$ cat src/rtl/ring_phase_pkg.sv
package ring_phase_pkg;

    // Selection of the register's next value
    typedef enum logic [1:0] {
        SEL_RESET = 2'd0,
        SEL_SEED  = 2'd1,
        SEL_SHIFT = 2'd2
    } next_sel_e;

endpackage

$ cat src/rtl/ring_sel_ctrl.sv
module ring_sel_ctrl
    import ring_phase_pkg::*;
(
    input  logic      rst,
    input  logic      seed_en,
    output next_sel_e sel
);

    // Reset has priority over the seed load; otherwise the register rotates
    always_comb begin
        unique case ({rst, seed_en})
            2'b10, 2'b11: sel = SEL_RESET;  // rst taken
            2'b01:        sel = SEL_SEED;   // seed taken
            default:      sel = SEL_SHIFT;  // idle rotate
        endcase
    end

endmodule

$ cat src/rtl/ring_inject.sv
module ring_inject #(
    parameter int WIDTH = 4
) (
    input  logic [WIDTH-1:0] state,
    output logic             inject
);

    generate
        if (WIDTH > 1) begin : g_multi
            // A one enters only when all stages but the last are empty
            assign inject = ~|state[WIDTH-1:1];
        end else begin : g_single
            assign inject = 1'b1;
        end
    endgenerate

endmodule

$ cat src/rtl/ring_shift_reg.sv
module ring_shift_reg
    import ring_phase_pkg::*;
#(
    parameter int WIDTH = 4
) (
    input  logic             clk,
    input  next_sel_e        sel,
    input  logic [WIDTH-1:0] seed_val,
    input  logic             inject,
    output logic [WIDTH-1:0] state
);

    localparam logic [WIDTH-1:0] FIRST_PHASE = {1'b1, {(WIDTH-1){1'b0}}};

    logic [WIDTH-1:0] shifted;

    always_comb begin
        shifted            = state >> 1;
        shifted[WIDTH-1]   = inject;
    end

    always_ff @(posedge clk) begin
        unique case (sel)
            SEL_RESET: state <= FIRST_PHASE;
            SEL_SEED:  state <= seed_val;
            SEL_SHIFT: state <= shifted;
            default:   state <= state;
        endcase
    end

endmodule

$ cat src/rtl/ring_phase_gen.sv
module ring_phase_gen
    import ring_phase_pkg::*;
#(
    parameter int WIDTH = 4
) (
    input  logic             clk,
    input  logic             rst,
    input  logic             seed_en,
    input  logic [WIDTH-1:0] seed_val,
    output logic [WIDTH-1:0] phase_o
);

    next_sel_e        sel;
    logic             inject;
    logic [WIDTH-1:0] state;

    ring_sel_ctrl u_ctrl (
        .rst     (rst),
        .seed_en (seed_en),
        .sel     (sel)
    );

    ring_inject #(.WIDTH(WIDTH)) u_inject (
        .state  (state),
        .inject (inject)
    );

    ring_shift_reg #(.WIDTH(WIDTH)) u_reg (
        .clk      (clk),
        .sel      (sel),
        .seed_val (seed_val),
        .inject   (inject),
        .state    (state)
    );

    assign phase_o = state;

endmodule

$ cat config.mk
export PLATFORM = sky130hd
export DESIGN_NAME = ring_phase_gen
export DESIGN_NICKNAME = d
export VERILOG_FILES = /design/src/rtl/ring_phase_pkg.sv /design/src/rtl/ring_sel_ctrl.sv /design/src/rtl/ring_inject.sv /design/src/rtl/ring_shift_reg.sv /design/src/rtl/ring_phase_gen.sv
export SDC_FILE = /design/constraint.sdc
export NUM_CORES = 1
export LEC_CHECK = 0
export BUFFER_PORTS_ARGS = -buffer_cell sky130_fd_sc_hd__buf_2
export CAP_MARGIN = 15
export CELL_PAD_IN_SITES_DETAIL_PLACEMENT = 0
export CELL_PAD_IN_SITES_GLOBAL_PLACEMENT = 2
export CORE_AREA = 2 2 39 41
export CTS_CLUSTER_DIAMETER = 120
export CTS_CLUSTER_SIZE = 12
export DETAILED_ROUTE_END_ITERATION = 16
export DIE_AREA = 0 0 41 43
export PLACE_DENSITY = 0.55
export SLEW_MARGIN = 20
export SYNTH_ARGS = -nofsm -noshare
export SYNTH_HDL_FRONTEND = slang
export SYNTH_SLANG_ARGS = --single-unit
export TNS_END_PERCENT = 5
$ cat constraint.sdc
create_clock -name clk -period 1.7 [get_ports clk]
set_clock_uncertainty 0.2 [all_clocks]
set_input_delay 0 -clock clk [delete_from_list [all_inputs] [get_ports clk]]
set_output_delay 0 -clock clk [all_outputs]
set_load 0.01 [all_outputs]
==> impl_metrics.prom <==
# TYPE chip_impl_metric gauge
chip_impl_metric{name="synth-seq-area-share",unit=""} 0.596
chip_impl_metric{name="floorplan.die_area",unit="sq um"} 1760
chip_impl_metric{name="place.gp.congestion",unit=""} 0.559
chip_impl_metric{name="detail-route-antenna-nets",unit=""} 0
chip_impl_metric{name="setup_tns",unit="ns"} 0
chip_impl_metric{name="drtIter0Drc",unit=""} 0
chip_impl_metric{name="fp.dieW",unit="microns"} 41
chip_impl_info{name="synth.top_cells.by_area",value="sky130_fd_sc_hd__edfxtp_1 60%, sky130_fd_sc_hd__mux2i_1 15%, sky130_fd_sc_hd__o41ai_2 8.1%"} 1
chip_impl_metric{name="max_freq",unit="GHz"} 0.606
chip_impl_metric{name="cts_max_path_buffers",unit=""} 2
chip_impl_metric{name="utilization",unit=""} 0.278
chip_impl_metric{name="largest_fanout_on_the_critical_path",unit=""} 4
chip_impl_metric{name="post_cts.repair.setup_buffers",unit=""} 0
chip_impl_metric{name="clk_latency",unit="ns"} 0.23
chip_impl_info{name="timing.critical_path.slowest_stage_cell",value="sky130_fd_sc_hd__dlygate4sd3_1"} 1
chip_impl_metric{name="wl_cell",unit="microns"} 7.67
chip_impl_metric{name="drt_pass1_iterations",unit=""} 1
chip_impl_info{name="synth_top_cell_by_area",value="sky130_fd_sc_hd__edfxtp_1"} 1
chip_impl_metric{name="core-area",unit="sq um"} 1380
chip_impl_info{name="cp-start-kind",value="input port"} 1
chip_impl_metric{name="clk_pin_slew",unit="ns"} 0.03
chip_impl_info{name="cts_tree",value="done"} 1
chip_impl_metric{name="hold_fix_buffers_cts",unit=""} 9
chip_impl_metric{name="holdWs",unit="ns"} 0.419
chip_impl_metric{name="syn2layout_area_growth",unit="%"} 90.7
chip_impl_metric{name="h_tree_depth",unit=""} 1
chip_impl_metric{name="finalCritPeriodShare",unit=""} 0.970
chip_impl_metric{name="dieHeight",unit="microns"} 43
chip_impl_metric{name="min_period",unit="ns"} 1.65
chip_impl_metric{name="initial_utilization",unit=""} 0.146
chip_impl_info{name="worst_path_top_cell_family_by_delay",value="buffers and inverters"} 1
chip_impl_metric{name="maximum_capacitance_violations",unit=""} 0
chip_impl_metric{name="max_ffs_per_register",unit=""} 4
chip_impl_metric{name="synth_warnings",unit=""} 0
chip_impl_info{name="synth_top_cells_by_count",value="4 x sky130_fd_sc_hd__edfxtp_1, 3 x sky130_fd_sc_hd__mux2i_1, 3 x sky130_fd_sc_hd__nor2_1"} 1
chip_impl_metric{name="synth-async-reset-ratio",unit=""} 0
chip_impl_info{name="path_class",value="input port to register"} 1
chip_impl_metric{name="finish.net_count",unit=""} 47
chip_impl_info{name="postSynth.topFlopCell",value="sky130_fd_sc_hd__edfxtp_1"} 1
chip_impl_metric{name="worstPathBufferInverterCount",unit=""} 3
chip_impl_metric{name="post_route_cells_drive_above_1_share",unit=""} 0.395
chip_impl_metric{name="layout.area.seq",unit="sq um"} 120
chip_impl_metric{name="avgSynthCellArea",unit="sq um"} 14.4
chip_impl_metric{name="setup_violations",unit=""} 0
chip_impl_info{name="worst_path_cell_trace",value="dlygate4sd3_1, buf_2, a21oi_2, dlygate4sd3_1, o41ai_2"} 1
chip_impl_metric{name="track_usage",unit=""} 0.0564
chip_impl_metric{name="io_pins",unit=""} 11
chip_impl_metric{name="antenna-diode-count",unit=""} 0
chip_impl_metric{name="syn_area",unit="sq um"} 201
chip_impl_info{name="registers.top_by_ff_count",value="u_reg.state"} 1
chip_impl_metric{name="maxSlewViolCount",unit=""} 0
chip_impl_metric{name="cp.arrival",unit="ns"} 1.42
chip_impl_metric{name="cellPowerDensity",unit="nW/um^2"} 733
chip_impl_info{name="reg.largest.list",value="u_reg.state (4)"} 1
chip_impl_metric{name="synthDominantCellAreaShare",unit=""} 0.596
chip_impl_metric{name="cts_sinks",unit=""} 4
chip_impl_metric{name="first_global_vias",unit=""} 179
chip_impl_metric{name="post_cts.resized_instances",unit=""} 0
chip_impl_info{name="yosys.cell_count.top_type",value="sky130_fd_sc_hd__edfxtp_1"} 1
chip_impl_metric{name="synth_edf_count",unit=""} 4
chip_impl_info{name="root_buffer_master",value="sky130_fd_sc_hd__clkbuf_4"} 1
chip_impl_metric{name="layout.filler_cells",unit=""} 146
chip_impl_info{name="holdCritPathClass",value="register to register"} 1
chip_impl_metric{name="largest_net_degree_at_the_start_of_global_routing",unit=""} 6
chip_impl_metric{name="netlist_instances",unit=""} 14
chip_impl_metric{name="critical-path-max-stage-delay",unit="ns"} 0.58
chip_impl_info{name="rsz0062_at_grt",value="false"} 1
chip_impl_metric{name="power.static_leakage",unit="nW"} 0.179
chip_impl_metric{name="grt_first_pass_wirelength",unit="microns"} 607
chip_impl_metric{name="synth.ff_latch_count",unit=""} 4
chip_impl_metric{name="grt_total_ovfl",unit=""} 0
chip_impl_metric{name="place_hpwl",unit="microns"} 323
chip_impl_metric{name="rows",unit=""} 14
chip_impl_metric{name="drt-vias-per-instance",unit=""} 3.46
chip_impl_metric{name="multi_input_comb_area",unit="sq um"} 81.3
chip_impl_metric{name="cts_inserted_buffers",unit=""} 3
chip_impl_metric{name="timing_hold_violations_final",unit=""} 0
chip_impl_info{name="timing.critical_path.mode_cell",value="sky130_fd_sc_hd__dlygate4sd3_1"} 1
chip_impl_metric{name="placement.io_buffers",unit=""} 10
chip_impl_metric{name="route.vias.total",unit=""} 187
chip_impl_metric{name="ir_worst_vdd",unit="V"} 0.000145
chip_impl_metric{name="ys_types",unit=""} 7
chip_impl_info{name="critical_path.endpoint_type",value="register"} 1
chip_impl_info{name="status",value="completed"} 1
chip_impl_metric{name="detail_route.wirelength",unit="microns"} 414
chip_impl_metric{name="critPathRequiredTime",unit="ns"} 1.47
chip_impl_metric{name="antenna_found_initial",unit=""} 0
chip_impl_metric{name="post-route-drc-count",unit=""} 0
==> power by group <==
part | internal, W | leakage (nW) | switching, W
clock | 0.0000785 | 0.0138 | 0.0000318
sequential | 0.000117 | 0.0399 | 0.00000418
combinational | 0.0000305 | 0.125 | 0.0000191
total | 0.000226 | 0.179 | 0.0000552
==> per-stage QoR <==
stage | area, sq um | total power [W] | worst slack, ns | instances
finish | 384 | 0.000282 | 0.0502 | 54
global route | 384 | 0.000305 | 0.0137 | 54
floorplan | 213 | 0.000141 | 0.558 | 17
detailed placement | 272 | 0.000155 | 0.580 | 42
CTS | 384 | 0.000285 | 0.0666 | 54
global placement | 272 | 0.000154 | 0.607 | 42
==> cells by family (layout without fill, tap and decap cells) <==
logic type      Yosys count  in the layout  share of synthesized area
simple gates              3              3                     0.0559
flops                     4              4                      0.596
buf+inv                   1             22                     0.0559
compound gates            2              2                      0.124
mux                       3              3                      0.149
other cells               1              4                     0.0186
==> final timing paths <==
path                            slack, ns                      from                  endpoint  cells past startpoint
worst min register to register       0.42  u_reg.state[3]$_DFFE_PP_  u_reg.state[3]$_DFFE_PP_                      1
worst min-delay path                 0.42  u_reg.state[3]$_DFFE_PP_  u_reg.state[3]$_DFFE_PP_                      1
worst max-delay path                 0.05                       rst  u_reg.state[3]$_DFFE_PP_                      5
worst max register to register       0.08  u_reg.state[2]$_DFFE_PP_  u_reg.state[1]$_DFFE_PP_                      3
==> cells in the final DEF (no fill, tap or decap) <==
cell type	netlist	routed
sky130_fd_sc_hd__clkbuf_4	0	3
sky130_fd_sc_hd__buf_2	0	10
sky130_fd_sc_hd__dlygate4sd3_1	0	9
sky130_fd_sc_hd__a21oi_2	1	1
sky130_fd_sc_hd__conb_1	1	4
sky130_fd_sc_hd__o41ai_2	1	1
sky130_fd_sc_hd__edfxtp_1	4	4
sky130_fd_sc_hd__nor2_1	3	3
sky130_fd_sc_hd__mux2i_1	3	3
==> worst register-to-register path: cells and delay by family, from the launching register on <==
family / cells / cell delay [ns]
muxes: 1 / 0.16
DFF: 1 / 0.41
buffers and inverters: 1 / 0.55
and+or+nand+nor: 1 / 0.05
==> per-layer routing <==
layer  GRT usage  up-vias  part of all wire
met1      0.0422       84              0.36
met4      0.0800        0                 0
met3      0.0157        0             0.080
met5           0        -                 0
li1            -       97                 -
met2      0.0875        6              0.56
==> layout make-up <==
class                           instances  area share
Clock buffer                            3      0.0586
Multi-Input combinational cell         12       0.212
Sequential cell                         4       0.313
Tap cell                               16      0.0521
Timing Repair Buffer                   19       0.365
No activity file was read; power rests on OpenSTA's default activity.
